===== config.mk =====
export PLATFORM = sky130hd
export DESIGN_NAME = spi_quad_master
export DESIGN_NICKNAME = d
export VERILOG_FILES = /design/src/rtl/spi_qm_pkg.sv /design/src/rtl/spi_qm_halfclk.sv /design/src/rtl/spi_qm_seq.sv /design/src/rtl/spi_qm_lanes.sv /design/src/rtl/spi_quad_master.sv
export SDC_FILE = /design/constraint.sdc
export NUM_CORES = 1
export LEC_CHECK = 0
export BUFFER_PORTS_ARGS = -buffer_cell sky130_fd_sc_hd__buf_4
export CORE_UTILIZATION = 40
export CTS_BUF_LIST = sky130_fd_sc_hd__clkbuf_16
export CTS_CLUSTER_SIZE = 12
export DETAILED_ROUTE_END_ITERATION = 7
export SLEW_MARGIN = 20
export SYNTH_ARGS = -nofsm -noshare
export SYNTH_HDL_FRONTEND = slang
export SYNTH_HIERARCHICAL = 1
export SYNTH_SLANG_ARGS = --single-unit

===== constraint.sdc =====
create_clock -name clk -period 5.35 [get_ports clk]
set_input_delay 1.07 -clock clk [delete_from_list [all_inputs] [get_ports clk]]
set_output_delay 1.07 -clock clk [all_outputs]
set_load 0.02 [all_outputs]

===== src/rtl/spi_qm_pkg.sv =====
package spi_qm_pkg;

  typedef enum logic [1:0] {
    ST_IDLE = 2'd0,
    ST_RUN  = 2'd1,
    ST_TAIL = 2'd2
  } seq_state_t;

  typedef struct packed {
    logic master;
    logic quad_en;
    logic quad_rx;
    logic io23_hold;
    logic cpol;
    logic cpha;
    logic lsb_first;
  } link_cfg_t;

endpackage


===== src/rtl/spi_qm_halfclk.sv =====
// Half-period tick generator: one tick every max(half_div,1) cycles while run is high.
module spi_qm_halfclk #(
  parameter int DIV_W = 8
) (
  input  logic             clk,
  input  logic             rst_n,
  input  logic             run,
  input  logic [DIV_W-1:0] half_div,
  output logic             tick
);
  logic [DIV_W-1:0] cnt;
  logic [DIV_W-1:0] lim;

  assign lim  = (half_div == '0) ? '0 : half_div - DIV_W'(1);
  assign tick = run && (cnt == lim);

  always_ff @(posedge clk) begin
    if (!rst_n)                 cnt <= '0;
    else if (!run || cnt == lim) cnt <= '0;
    else                        cnt <= cnt + DIV_W'(1);
  end
endmodule


===== src/rtl/spi_qm_seq.sv =====
// Frame sequencer: chip-select lead, SCK edges, chip-select trail.
module spi_qm_seq import spi_qm_pkg::*; #(
  parameter int EW = 4
) (
  input  logic          clk,
  input  logic          rst_n,
  input  logic          start,
  input  logic          tick,
  input  logic [EW-1:0] last_edge,
  output logic          busy,
  output logic          cs_n,
  output logic          sck_phase,
  output logic          edge_ev,
  output logic          done,
  output logic [EW-1:0] edge_idx
);
  seq_state_t st;

  assign busy    = (st != ST_IDLE);
  assign edge_ev = (st == ST_RUN) && tick;

  always_ff @(posedge clk) begin
    if (!rst_n) begin
      st        <= ST_IDLE;
      cs_n      <= 1'b1;
      sck_phase <= 1'b0;
      edge_idx  <= '0;
      done      <= 1'b0;
    end else begin
      done <= 1'b0;
      case (st)
        ST_IDLE: if (start) begin
          st        <= ST_RUN;
          cs_n      <= 1'b0;
          sck_phase <= 1'b0;
          edge_idx  <= '0;
        end
        ST_RUN: if (tick) begin
          sck_phase <= ~sck_phase;
          edge_idx  <= edge_idx + EW'(1);
          if (edge_idx == last_edge) st <= ST_TAIL;
        end
        ST_TAIL: if (tick) begin
          st   <= ST_IDLE;
          cs_n <= 1'b1;
          done <= 1'b1;
        end
        default: st <= ST_IDLE;
      endcase
    end
  end
endmodule


===== src/rtl/spi_qm_lanes.sv =====
// Lane datapath: picks the outgoing bit/nibble and assembles the incoming byte.
module spi_qm_lanes #(
  parameter int DATA_W = 8
) (
  input  logic                            clk,
  input  logic                            rst_n,
  input  logic                            load,
  input  logic [DATA_W-1:0]               tx_byte,
  input  logic                            quad,
  input  logic                            lsb_first,
  input  logic                            cpha,
  input  logic                            edge_ev,
  input  logic [$clog2(2*DATA_W)-1:0]     edge_idx,
  input  logic [$clog2(2*DATA_W)-1:0]     last_edge,
  input  logic [3:0]                      io_in,
  output logic [3:0]                      tx_unit,
  output logic [DATA_W-1:0]               rx_byte
);
  localparam int NQ = DATA_W / 4;
  localparam int UW = $clog2(DATA_W);
  localparam int EW = UW + 1;
  localparam int QW = (NQ > 1) ? $clog2(NQ) : 1;

  logic [DATA_W-1:0] tx_q;
  logic [UW-1:0]     u_drv, u_smp, s_drv, s_smp;
  logic [QW-1:0]     q_drv, q_smp;
  logic [3:0]        nib [NQ];
  logic              adv, smp;

  genvar g;
  generate
    for (g = 0; g < NQ; g++) begin : g_nib
      assign nib[g] = tx_q[4*g +: 4];
    end
  endgenerate

  assign u_smp = edge_idx[EW-1:1];
  assign s_drv = lsb_first ? u_drv : UW'(DATA_W-1) - u_drv;
  assign s_smp = lsb_first ? u_smp : UW'(DATA_W-1) - u_smp;
  assign q_drv = lsb_first ? u_drv[QW-1:0] : QW'(NQ-1) - u_drv[QW-1:0];
  assign q_smp = lsb_first ? u_smp[QW-1:0] : QW'(NQ-1) - u_smp[QW-1:0];

  assign tx_unit = quad ? nib[q_drv] : {3'b000, tx_q[s_drv]};

  // first unit is preloaded; advance on the non-sampling edges
  assign adv = edge_ev && (cpha ? (!edge_idx[0] && edge_idx != '0)
                                : (edge_idx[0] && edge_idx != last_edge));
  assign smp = edge_ev && (edge_idx[0] == cpha);

  always_ff @(posedge clk) begin
    if (!rst_n) begin
      tx_q    <= '0;
      u_drv   <= '0;
      rx_byte <= '0;
    end else if (load) begin
      tx_q    <= tx_byte;
      u_drv   <= '0;
      rx_byte <= '0;
    end else begin
      if (adv) u_drv <= u_drv + UW'(1);
      if (smp) begin
        if (quad) begin
          for (int n = 0; n < NQ; n++)
            if (QW'(n) == q_smp) rx_byte[4*n +: 4] <= io_in;
        end else begin
          rx_byte[s_smp] <= io_in[1];
        end
      end
    end
  end
endmodule


===== src/rtl/spi_quad_master.sv =====
module spi_quad_master import spi_qm_pkg::*; #(
  parameter int DATA_W = 8,
  parameter int DIV_W  = 8
) (
  input  logic              clk,
  input  logic              rst_n,
  input  logic [DIV_W-1:0]  cfg_half_div,
  input  logic              cfg_master,
  input  logic              cfg_quad_en,
  input  logic              cfg_quad_rx,
  input  logic              cfg_io23_hold,
  input  logic              cfg_cpol,
  input  logic              cfg_cpha,
  input  logic              cfg_lsb_first,
  input  logic              tx_valid,
  output logic              tx_ready,
  input  logic [DATA_W-1:0] tx_data,
  output logic              rx_valid,
  output logic [DATA_W-1:0] rx_data,
  output logic              busy,
  output logic              sck,
  output logic              cs_n,
  output logic [3:0]        io_out,
  output logic [3:0]        io_oe,
  input  logic [3:0]        io_in
);
  localparam int NQ = DATA_W / 4;
  localparam int EW = $clog2(2*DATA_W);
  localparam logic [EW-1:0] LAST_SINGLE = EW'(2*DATA_W - 1);
  localparam logic [EW-1:0] LAST_QUAD   = EW'(2*NQ - 1);

  link_cfg_t        cfg_live, cfg_q, cfg_act;
  logic [DIV_W-1:0] div_q;
  logic             start, tick, sck_phase, edge_ev, quad_on, act_master;
  logic [EW-1:0]    edge_idx, last_edge;
  logic [3:0]       tx_unit;

  assign cfg_live = '{master: cfg_master, quad_en: cfg_quad_en, quad_rx: cfg_quad_rx,
                      io23_hold: cfg_io23_hold, cpol: cfg_cpol, cpha: cfg_cpha,
                      lsb_first: cfg_lsb_first};

  assign tx_ready = !busy;
  assign start    = tx_valid && tx_ready;

  always_ff @(posedge clk) begin
    if (!rst_n) begin
      cfg_q <= '0;
      div_q <= '0;
    end else if (start) begin
      cfg_q <= cfg_live;
      div_q <= cfg_half_div;
    end
  end

  assign cfg_act    = busy ? cfg_q : cfg_live;
  assign act_master = cfg_act.master;
  assign quad_on    = cfg_act.master && cfg_act.quad_en;
  assign last_edge  = quad_on ? LAST_QUAD : LAST_SINGLE;

  spi_qm_halfclk #(.DIV_W(DIV_W)) u_div (
    .clk(clk), .rst_n(rst_n), .run(busy), .half_div(div_q), .tick(tick)
  );

  spi_qm_seq #(.EW(EW)) u_seq (
    .clk(clk), .rst_n(rst_n), .start(start), .tick(tick), .last_edge(last_edge),
    .busy(busy), .cs_n(cs_n), .sck_phase(sck_phase), .edge_ev(edge_ev),
    .done(rx_valid), .edge_idx(edge_idx)
  );

  spi_qm_lanes #(.DATA_W(DATA_W)) u_lanes (
    .clk(clk), .rst_n(rst_n), .load(start), .tx_byte(tx_data), .quad(quad_on),
    .lsb_first(cfg_act.lsb_first), .cpha(cfg_act.cpha), .edge_ev(edge_ev),
    .edge_idx(edge_idx), .last_edge(last_edge), .io_in(io_in),
    .tx_unit(tx_unit), .rx_byte(rx_data)
  );

  assign sck = sck_phase ^ cfg_act.cpol;

  always_comb begin
    if (quad_on) begin
      io_out = tx_unit;
      io_oe  = cfg_act.quad_rx ? 4'b0000 : 4'b1111;
    end else begin
      io_out = {2'b11, 1'b0, tx_unit[0]};
      io_oe  = {cfg_act.io23_hold, cfg_act.io23_hold, 1'b0, 1'b1};
    end
  end
endmodule


## Word level (Yosys, flattened, before mapping)

Cells that the tools add are included.
Widths: inputs -> output; s select.

- Bits in registers: 51
- Input port bits: 30

- $add $sub $neg: 8
- Order comparisons: 4
- Equal/unequal tests: 12
- Multiplexer cells: 37
- Bitwise operators: 4
- Reduce and logical (&&, ||, !) cells: 26

Operators with widths:

| cell | number |
|---|---|
| $mux 4 | 12 |
| $mux 8 | 2 |
| $logic_and 1x1->1 | 9 |
| $mux 1 | 9 |
| $add 8x1->8 const B | 1 |
| $bwmux 8 | 1 |
| $eq 8x8->1 | 1 |
| $logic_not 8->1 | 1 |
| $lt 3x4->1 const B | 2 |
| $mux 2 | 4 |
| $pmux 4 s2 | 1 |
| $sub 8x1->8 const B | 1 |
| $mux 7 | 1 |
| $mux 3 | 2 |
| $ne 2x1->1 const B | 3 |
| $ne 2x2->1 const B | 3 |
| $pmux 2 s3 | 1 |
| $reduce_and 2->1 | 3 |
| $reduce_and 3->1 | 2 |
| $reduce_bool 2->1 | 3 |
| $sub 3x3->3 const A | 2 |
| $add 4x1->4 const B | 1 |
| $eq 4x4->1 | 1 |
| $ne 4x4->1 | 1 |
| 19 further kinds | 24 |

## Longest topological paths before layout

Gate-level depths: netlist of the first run.

- Depth in word-level cells: 9
- Depth in mapped cells: 15

## Cells and area by module

Netlist of the first run, hierarchy kept.

By module, submodules not included:

| module | times used | cells an instance | area each (um2) | seq. area each (um2) |
|---|---|---|---|---|
| spi_qm_lanes | 1 | 173 | 1492.7 | 380.4 |
| spi_quad_master | 1 | 90 | 789.5 | 300.3 |
| spi_qm_halfclk | 1 | 95 | 739.5 | 160.2 |
| spi_qm_seq | 1 | 51 | 461.7 | 180.2 |

## Worst setup path before layout of the first run

OpenSTA, ideal clock, no wires.

- Path type: input -> output
- Start: in cfg_lsb_first
- End: out io_out[0]
- Data arrival time: 2.513 ns
- Slack: 1.767 ns
- Stages on the path: 6
- Path buffers: 1
- Path through: mux2_2 -> buf_6 -> clkinv_2 -> o22ai_1 -> mux4_2 -> o311ai_2

- Word-level cells in the longest chain between the ends: 8

Ends and longest elaborated chain:

| item | RTL line | text |
|---|---|---|
| from (decl) | spi_quad_master.sv:14 | `input logic cfg_lsb_first,` |
| $mux 7 (*) | spi_quad_master.sv:55 | `assign cfg_act = busy ? cfg_q : cfg_live;` |
| branches (longest 5 deep; another with $mux 3) | n/a |  |
| $mux 4 (*) | spi_qm_lanes.sv:43 | `assign tx_unit = quad ? nib[q_drv] : {3'b000, tx_q[s_drv]};` |
| $mux 4 (*) | spi_quad_master.sv:80 | `if (quad_on) begin` |
| to (decl) | spi_quad_master.sv:23 | `output logic [3:0] io_out,` |

Every way passes the cells marked *. The select of a mux whose other input is x is not followed.

## Worst setup path after layout of the first run

- Start: reg div_q[0]
- End: reg u_lanes.rx_byte[4]

- Word-level cells in the longest chain between the ends: 7

Ends and longest elaborated chain:

| item | RTL line | text |
|---|---|---|
| from (decl) | spi_quad_master.sv:33 | `logic [DIV_W-1:0] div_q;` |
| from (signal assigned) | spi_quad_master.sv:51 | `div_q <= cfg_half_div;` |
| $sub 8x1->8 or $logic_not 8->1 (tied branches) | spi_qm_halfclk.sv:14 | `assign lim = (half_div == '0) ? '0 : half_div - DIV_W'(1);` |
| $mux 8 (*) | spi_qm_halfclk.sv:14 |  |
| $eq 8x8->1 (*) | spi_qm_halfclk.sv:15 | `assign tick = run && (cnt == lim);` |
| $logic_and 1x1->1 (*) | spi_qm_halfclk.sv:15 |  |
| net tick | spi_quad_master.sv:34 | `logic start, tick, sck_phase, edge_ev, quad_on, act_master;` |
| $logic_and 1x1->1 (*) | spi_qm_seq.sv:20 | `assign edge_ev = (st == ST_RUN) && tick;` |
| net edge_ev | spi_quad_master.sv:34 |  |
| $logic_and 1x1->1 (*) | spi_qm_lanes.sv:48 | `assign smp = edge_ev && (edge_idx[0] == cpha);` |
| $reduce_and 2->1 (no source line) (*) | n/a |  |
| to (signal, indexed assignment) | spi_qm_lanes.sv:64 | `if (QW'(n) == q_smp) rx_byte[4*n +: 4] <= io_in;` |
| to (signal, indexed assignment) | spi_qm_lanes.sv:66 | `rx_byte[s_smp] <= io_in[1];` |
| to (decl) | spi_qm_lanes.sv:17 | `output logic [DATA_W-1:0] rx_byte` |

Mark *: on every way through the listed nets, which the timed path passes. The rest lies on a longest branch.
A chain may end at the register's enable or synchronous reset.

==> reports/summary.txt, run 1 <==
crit path max fanout: 9
crit path launch type: register
Static Leak: 1.591 nW
WL final: 7.411 mm
Synth top cells by count: nand2_1 (55), dfxtp_1 (51), nor2_1 (34)
post-route ant nets: 0
TritonCTS Buffers: 5
Yosys cell types: 82
Synth Warn #: 6
R2R depth: 11
reg2reg end: u_lanes/rx_byte[4]$_SDFFE_PP0P_
Cells after DPL: 546
worst reg2reg setup slack: 1400 ps
Final Critical Period: 3947 ps
GPL Wtd Cong: 0.7966
gr usage total: 17.28%
CTS tree: built
H-tree Lvls: 2
Comb pwr share: 19.5%
fin nets: 482
layout cell share with drive strength beyond 1: 21.60%
Hold-fix buffers, CTS: 0
vias in the first global route: 2,737
initial core utilization: 41.76%
Synth area leader: dfxtp_1
Site Rows: 33
DRC viols: 0
DP HPWL: 5.347 mm
Mapped Area: 0.003483 mm²
Crit. End Element: register
clock sink total: 51
Critical Path AT: 4100 ps
Sequential cell area: 0.001021 mm²
top-level I/O count: 51
Peak supply drop: 0.1156 mV
Final Non-Filler Cells: 554
multi-input logic area: 0.002210 mm²
pwr dens: 237.4 mW/mm²
worst hold path type: register to register
die area: 0.009086 mm²
Switching Fraction: 26.45%
largest cells by area after synthesis: dfxtp_1 (29%), nand2_1 (5.9%), mux2i_1 (4.6%)
Max Root-Sink Buffers: 2
Die H: 95.32 µm
final cycle utilization of the critical path: 73.78%
top-count cell post-synth: nand2_1
Slew Viols, Final: 0
flops & latches, synth: 51
EDFF count, synth: 0
clk_skew: 3.845 ps
R2R Path Start: div_q[0]$_SDFFE_PN0P_
vias: 2,963
crit path launch: div_q[0]$_SDFFE_PN0P_
# port buffers: 50
grt ovf: 0
CP Data Required Time: 5500 ps
# Post-CTS Setup Buffers: 0
global-route wire length before repair: 12.49 mm
max_cap viols: 0
area share of the largest cell type after synthesis: 29.31%
DR iter-0 viols: 152
WS Path Type: register to register
Worst Setup EP: u_lanes/rx_byte[4]$_SDFFE_PP0P_
Internal Power: 0.6949 mW
Main synth FF type: dfxtp_1
CTS root buf: clkbuf_16
status: finished clean
Switch Pwr: 0.2499 mW
Reg power frac: 43.3%
setup tns final: 0 ps
Layout area overhead: 14.26%
Resized Gates After CTS: 0
Syn Area/Cell: 8.517 µm²
Worst-Skew Late Latency: 280 ps
Chip Width: 95.32 µm
Final Hold Viols: 0
Worst slew margin: 50.73%
first drt pass iteration count: 4
fraction of registers with async set/reset: 0%
Finish-stage setup viols: 0
Fmax: 253.3 MHz
RSZ-0062 raised after global routing: no
Cells after Synth: 409
core footprint: 0.008341 mm²
Worst-Margin Slew: 733.5 ps
post-synthesis sequential area ratio: 29.31%
routed len/inst: 13.38 µm
antenna diode count: 0
Clock power frac: 37.2%
initial antenna violation count: 0
clock-pin slew on the worst setup and hold paths: 60 ps
largest net degree at the start of global routing: 32
Via density: 5.348
Filler cells: 824
==> cell families after synthesis <==
family          Yosys count  synth area share (%)
buf+inv                  40                 7.687
compound gates           95                 21.88
xor+xnor                 26                 6.753
simple gates            171                 26.19
flops                    51                 29.31
other cells               1                0.1077
fa+ha+maj                 4                 1.437
mux                      21                 6.645
==> worst min-delay path by stage <==
stage                                     start                    end  slack [ps]  cells past startpoint
after floorplan           cfg_q[2]$_SDFFE_PN0P_  cfg_q[2]$_SDFFE_PN0P_         430                      2
after detailed placement  cfg_q[2]$_SDFFE_PN0P_  cfg_q[2]$_SDFFE_PN0P_         450                      2
final                     cfg_q[2]$_SDFFE_PN0P_  cfg_q[2]$_SDFFE_PN0P_         460                      2
after CTS                 cfg_q[2]$_SDFFE_PN0P_  cfg_q[2]$_SDFFE_PN0P_         460                      2
after global routing      cfg_q[2]$_SDFFE_PN0P_  cfg_q[2]$_SDFFE_PN0P_         470                      2
after global placement    cfg_q[2]$_SDFFE_PN0P_  cfg_q[2]$_SDFFE_PN0P_         440                      2
==> sequential cells by signal, summed over array words and instances, names as in the netlist <==
register,count
div_q,8
cfg_q,7
u_seq/cs_n,1
u_lanes/tx_q,8
u_seq/edge_idx,4
u_lanes/u_drv,3
u_seq/done,1
u_div/cnt,8
u_seq/sck_phase,1
u_lanes/rx_byte,8
u_seq/st,2
==> worst max-delay path: stages (launching register included) <==
cell      delay [ps]
dfxtp_1          360
nor3_1           620
or4b_1           500
a311oi_1         270
a211o_1          140
o2111a_1         400
and2_1           350
and3b_1          420
nand2_2          220
a211o_1          300
a221oi_2         180
a211oi_1          70
==> cell usage in the layout, fill, tap and decap left out, types with 4 or more instances in the layout <==
cell / synthesis / routed
xnor2_1: 16 / 16
buf_4: 4 / 51
xor2_1: 9 / 9
nor2b_1: 12 / 12
mux2i_1: 16 / 16
nand2b_1: 7 / 7
dfxtp_1: 51 / 51
and3_1: 6 / 6
ha_1: 4 / 4
clkbuf_16: 0 / 5
inv_1: 14 / 14
and2_1: 5 / 5
nand3_1: 8 / 8
a211oi_1: 8 / 8
nor2_1: 34 / 34
a21oi_1: 16 / 16
nor3_1: 12 / 12
nand2_1: 55 / 55
a21boi_0: 8 / 8
a21boi_2: 9 / 9
conb_1: 1 / 5
o22ai_1: 5 / 5
o21ai_0: 7 / 7
==> per-layer routing <==
metal  part of all wire, %  GRT usage (%)  vias up
li1                      -              -     1523
met1                    48          22.04     1403
met2                    49          29.70       32
met3                   2.1          3.030        5
met4                  0.84          4.798        0
met5                     0              0        -
==> stage by stage <==
stage | util [%] | setup slack (ps) | power, mW | cell area (µm²) | hold WS, ps
2_1_floorplan | - | 1767 | 0.5594 | 3498 | 434.7
3_3_place_gp | 45.75 | 1489 | 0.6015 | 3816 | 443.4
3_5_place_dp | 45.75 | 1391 | 0.6031 | 3816 | 449.1
4_1_cts | 47.72 | 1382 | 0.9573 | 3980 | 457.3
5_1_grt | 47.72 | 1014 | 0.9930 | 3980 | 473.1
6_report | 47.72 | 1403 | 0.9448 | 3980 | 455.1
==> final cells by class <==
| type | instances | share of cell area, % |
|---|---|---|
| clock buffers | 5 | 3.144 |
| repair buffers | 51 | 9.620 |
| well taps | 105 | 3.301 |
| flip-flops and latches | 51 | 25.65 |
| multi-input cells | 322 | 55.52 |
| inverters | 17 | 1.792 |
| clock inverters | 3 | 0.9745 |
==> power groups by stage <==
| stage | logic [mW] | registers [mW] | clock network (mW) |
|---|---|---|---|
| CTS | 0.186 | 0.409 | 0.363 |
| finish | 0.185 | 0.409 | 0.351 |
| global placement | 0.184 | 0.417 | 0 |
| global route | 0.204 | 0.411 | 0.377 |
| detailed placement | 0.185 | 0.418 | 0 |
| floorplan | 0.148 | 0.412 | 0 |
Note: power is estimated with default switching activity, not from simulation.
==> run 2, diff against run 1 <==
clock period = 3.6 ns   (was 5.35 ns; I/O delays follow)
==> run 2 against run 1 <==
  * First-iteration DRC count is 36% lower
  * Final cell count is 1.4% higher
  * Combinational power is 54% higher
  * Clock power is 55% higher
  * Global-route usage is 0.14 points higher
  * Sequential cell count stayed put
  * Critical path type is now register to output pin
  * Utilization is 0.84 points higher
  * Setup slack worse by 1200 ps
  * Sequential power is 48% higher
  * Sequential share of layout area is 0.44 points lower
  * Routed wire length is 1.9% higher
  * Critical endpoint is now io_out[0]
==> reports/summary.txt, run 2 (synthesis results as in run 1) <==
crit path launch: u_seq/st[0]$_SDFFE_PN0P_
fin nets: 490
Worst Hold Launch: cfg_q[2]$_SDFFE_PN0P_
# Post-CTS Setup Buffers: 0
crit path launch type: register
global-route wire length before repair: 12.56 mm
Crit. End Element: output pin
H-tree Lvls: 2
grt ovf: 0
Via density: 5.322
setup tns final: 0 ps
CTS root buf: clkbuf_16
Finish-stage setup viols: 0
WL final: 7.554 mm
Fmax: 295.1 MHz
CTS tree: built
clock sink total: 51
worst path cell trace: or2_2, mux2_2, clkinv_2, o22ai_1, mux4_2, o311ai_2, buf_4
DP HPWL: 5.486 mm
Hold-fix buffers, CTS: 0
DRC viols: 0
Chip Width: 95.32 µm
TritonCTS Buffers: 5
GPL Wtd Cong: 0.8379
layout cell share with drive strength beyond 1: 23.41%
Worst-Margin Slew: 616.4 ps
Worst-Skew Late Latency: 290 ps
Peak supply drop: 0.2256 mV
initial core utilization: 41.76%
most frequent cells in the layout: buf_4 (59), nand2_1 (55), dfxtp_1 (51)
Final Hold Viols: 0
Slowest Stage Delay on Critical Path: 470 ps
routed len/inst: 13.44 µm
Critical Path AT: 2670 ps
max_cap viols: 0
first drt pass iteration count: 4
antenna diode count: 0
clk_skew: 2.795 ps
# port buffers: 50
gr usage total: 17.42%
CP Data Required Time: 2880 ps
pwr dens: 353.8 mW/mm²
Filler cells: 838
Slew Viols, Final: 0
WS Path Type: register to output pin
die area: 0.009086 mm²
core footprint: 0.008341 mm²
most common cell after layout, fill and taps aside: buf_4
RSZ-0062 raised after global routing: no
vias: 2,991
initial antenna violation count: 0
clock-pin slew on the worst setup and hold paths: 70 ps
crit path max fanout: 17
vias in the first global route: 2,721
Layout area overhead: 16.27%
status: finished clean
top-level I/O count: 51
multi-input logic area: 0.002215 mm²
final cycle utilization of the critical path: 94.13%
Worst slew margin: 58.85%
Static Leak: 1.638 nW
Site Rows: 33
post-route ant nets: 0
Die H: 95.32 µm
DR iter-0 viols: 98
Sequential cell area: 0.001021 mm²
Final Non-Filler Cells: 562
R2R Path Start: div_q[0]$_SDFFE_PN0P_
Max Root-Sink Buffers: 2
slowest CP cell: mux4_2
Cells after DPL: 554
largest net degree at the start of global routing: 31
worst hold path type: register to register
Final Critical Period: 3389 ps
run 2: per-layer routing:
metal | wire length, µm | global-route usage (%)
met5 | 0 | 0
met4 | 27 | 4.924
met3 | 149 | 2.711
met2 | 3798 | 30.65
met1 | 3578 | 21.81
run 2: stage by stage:
stage                     instance area [µm²]  setup WS [ps]  hold slack, ps  power (mW)  util [%]
after global placement                   3876          317.1           441.9      0.9010     46.47
after global routing                     4050          2.701           486.2       1.507     48.56
after CTS                                4045          171.6           463.8       1.451     48.50
after floorplan                          3498          242.5           434.7      0.8313         -
after detailed placement                 3876          184.4           453.9      0.9027     46.47
final                                    4050          211.2           459.5       1.433     48.56
run 2: timing repair:
action / in CTS / in global routing
endpoints found under the hold margin: 0 / 0
resized for setup: 0 / 1
setup endpoints to repair: 0 / 7
run 2: power by group:
part | total [mW] | switching [mW] | leakage [nW] | internal, mW
sequential | 0.605 | 0.0213 | 0.415 | 0.584
clock | 0.543 | 0.215 | 0.0838 | 0.328
combinational | 0.285 | 0.155 | 1.14 | 0.130
run 2: layout make-up:
| type | count | share of cell area [%] |
|---|---|---|
| sequential | 51 | 25.21 |
| clock inverter | 3 | 1.081 |
| inverter | 17 | 1.761 |
| timing repair buffer | 59 | 10.94 |
| clock buffer | 5 | 3.089 |
| multi-input combinational | 322 | 54.68 |
| tap | 105 | 3.244 |
run 2: worst max-delay path, delay by kind of cell (launching register included):
kind            cells  cell delay (ps)
compound gates      2              370
buf+inv             2              340
flops               1              390
mux                 2              910
simple gates        1              360
run 2: final timing paths:
kind | endpoint | slack [ps] | cells after the start
setup / recovery | io_out[0] | 210 | 7
hold / removal | cfg_q[2]$_SDFFE_PN0P_ | 460 | 2
hold reg to reg | cfg_q[2]$_SDFFE_PN0P_ | 460 | 2
setup reg to reg | u_lanes/rx_byte[4]$_SDFFE_PP0P_ | 220 | 13
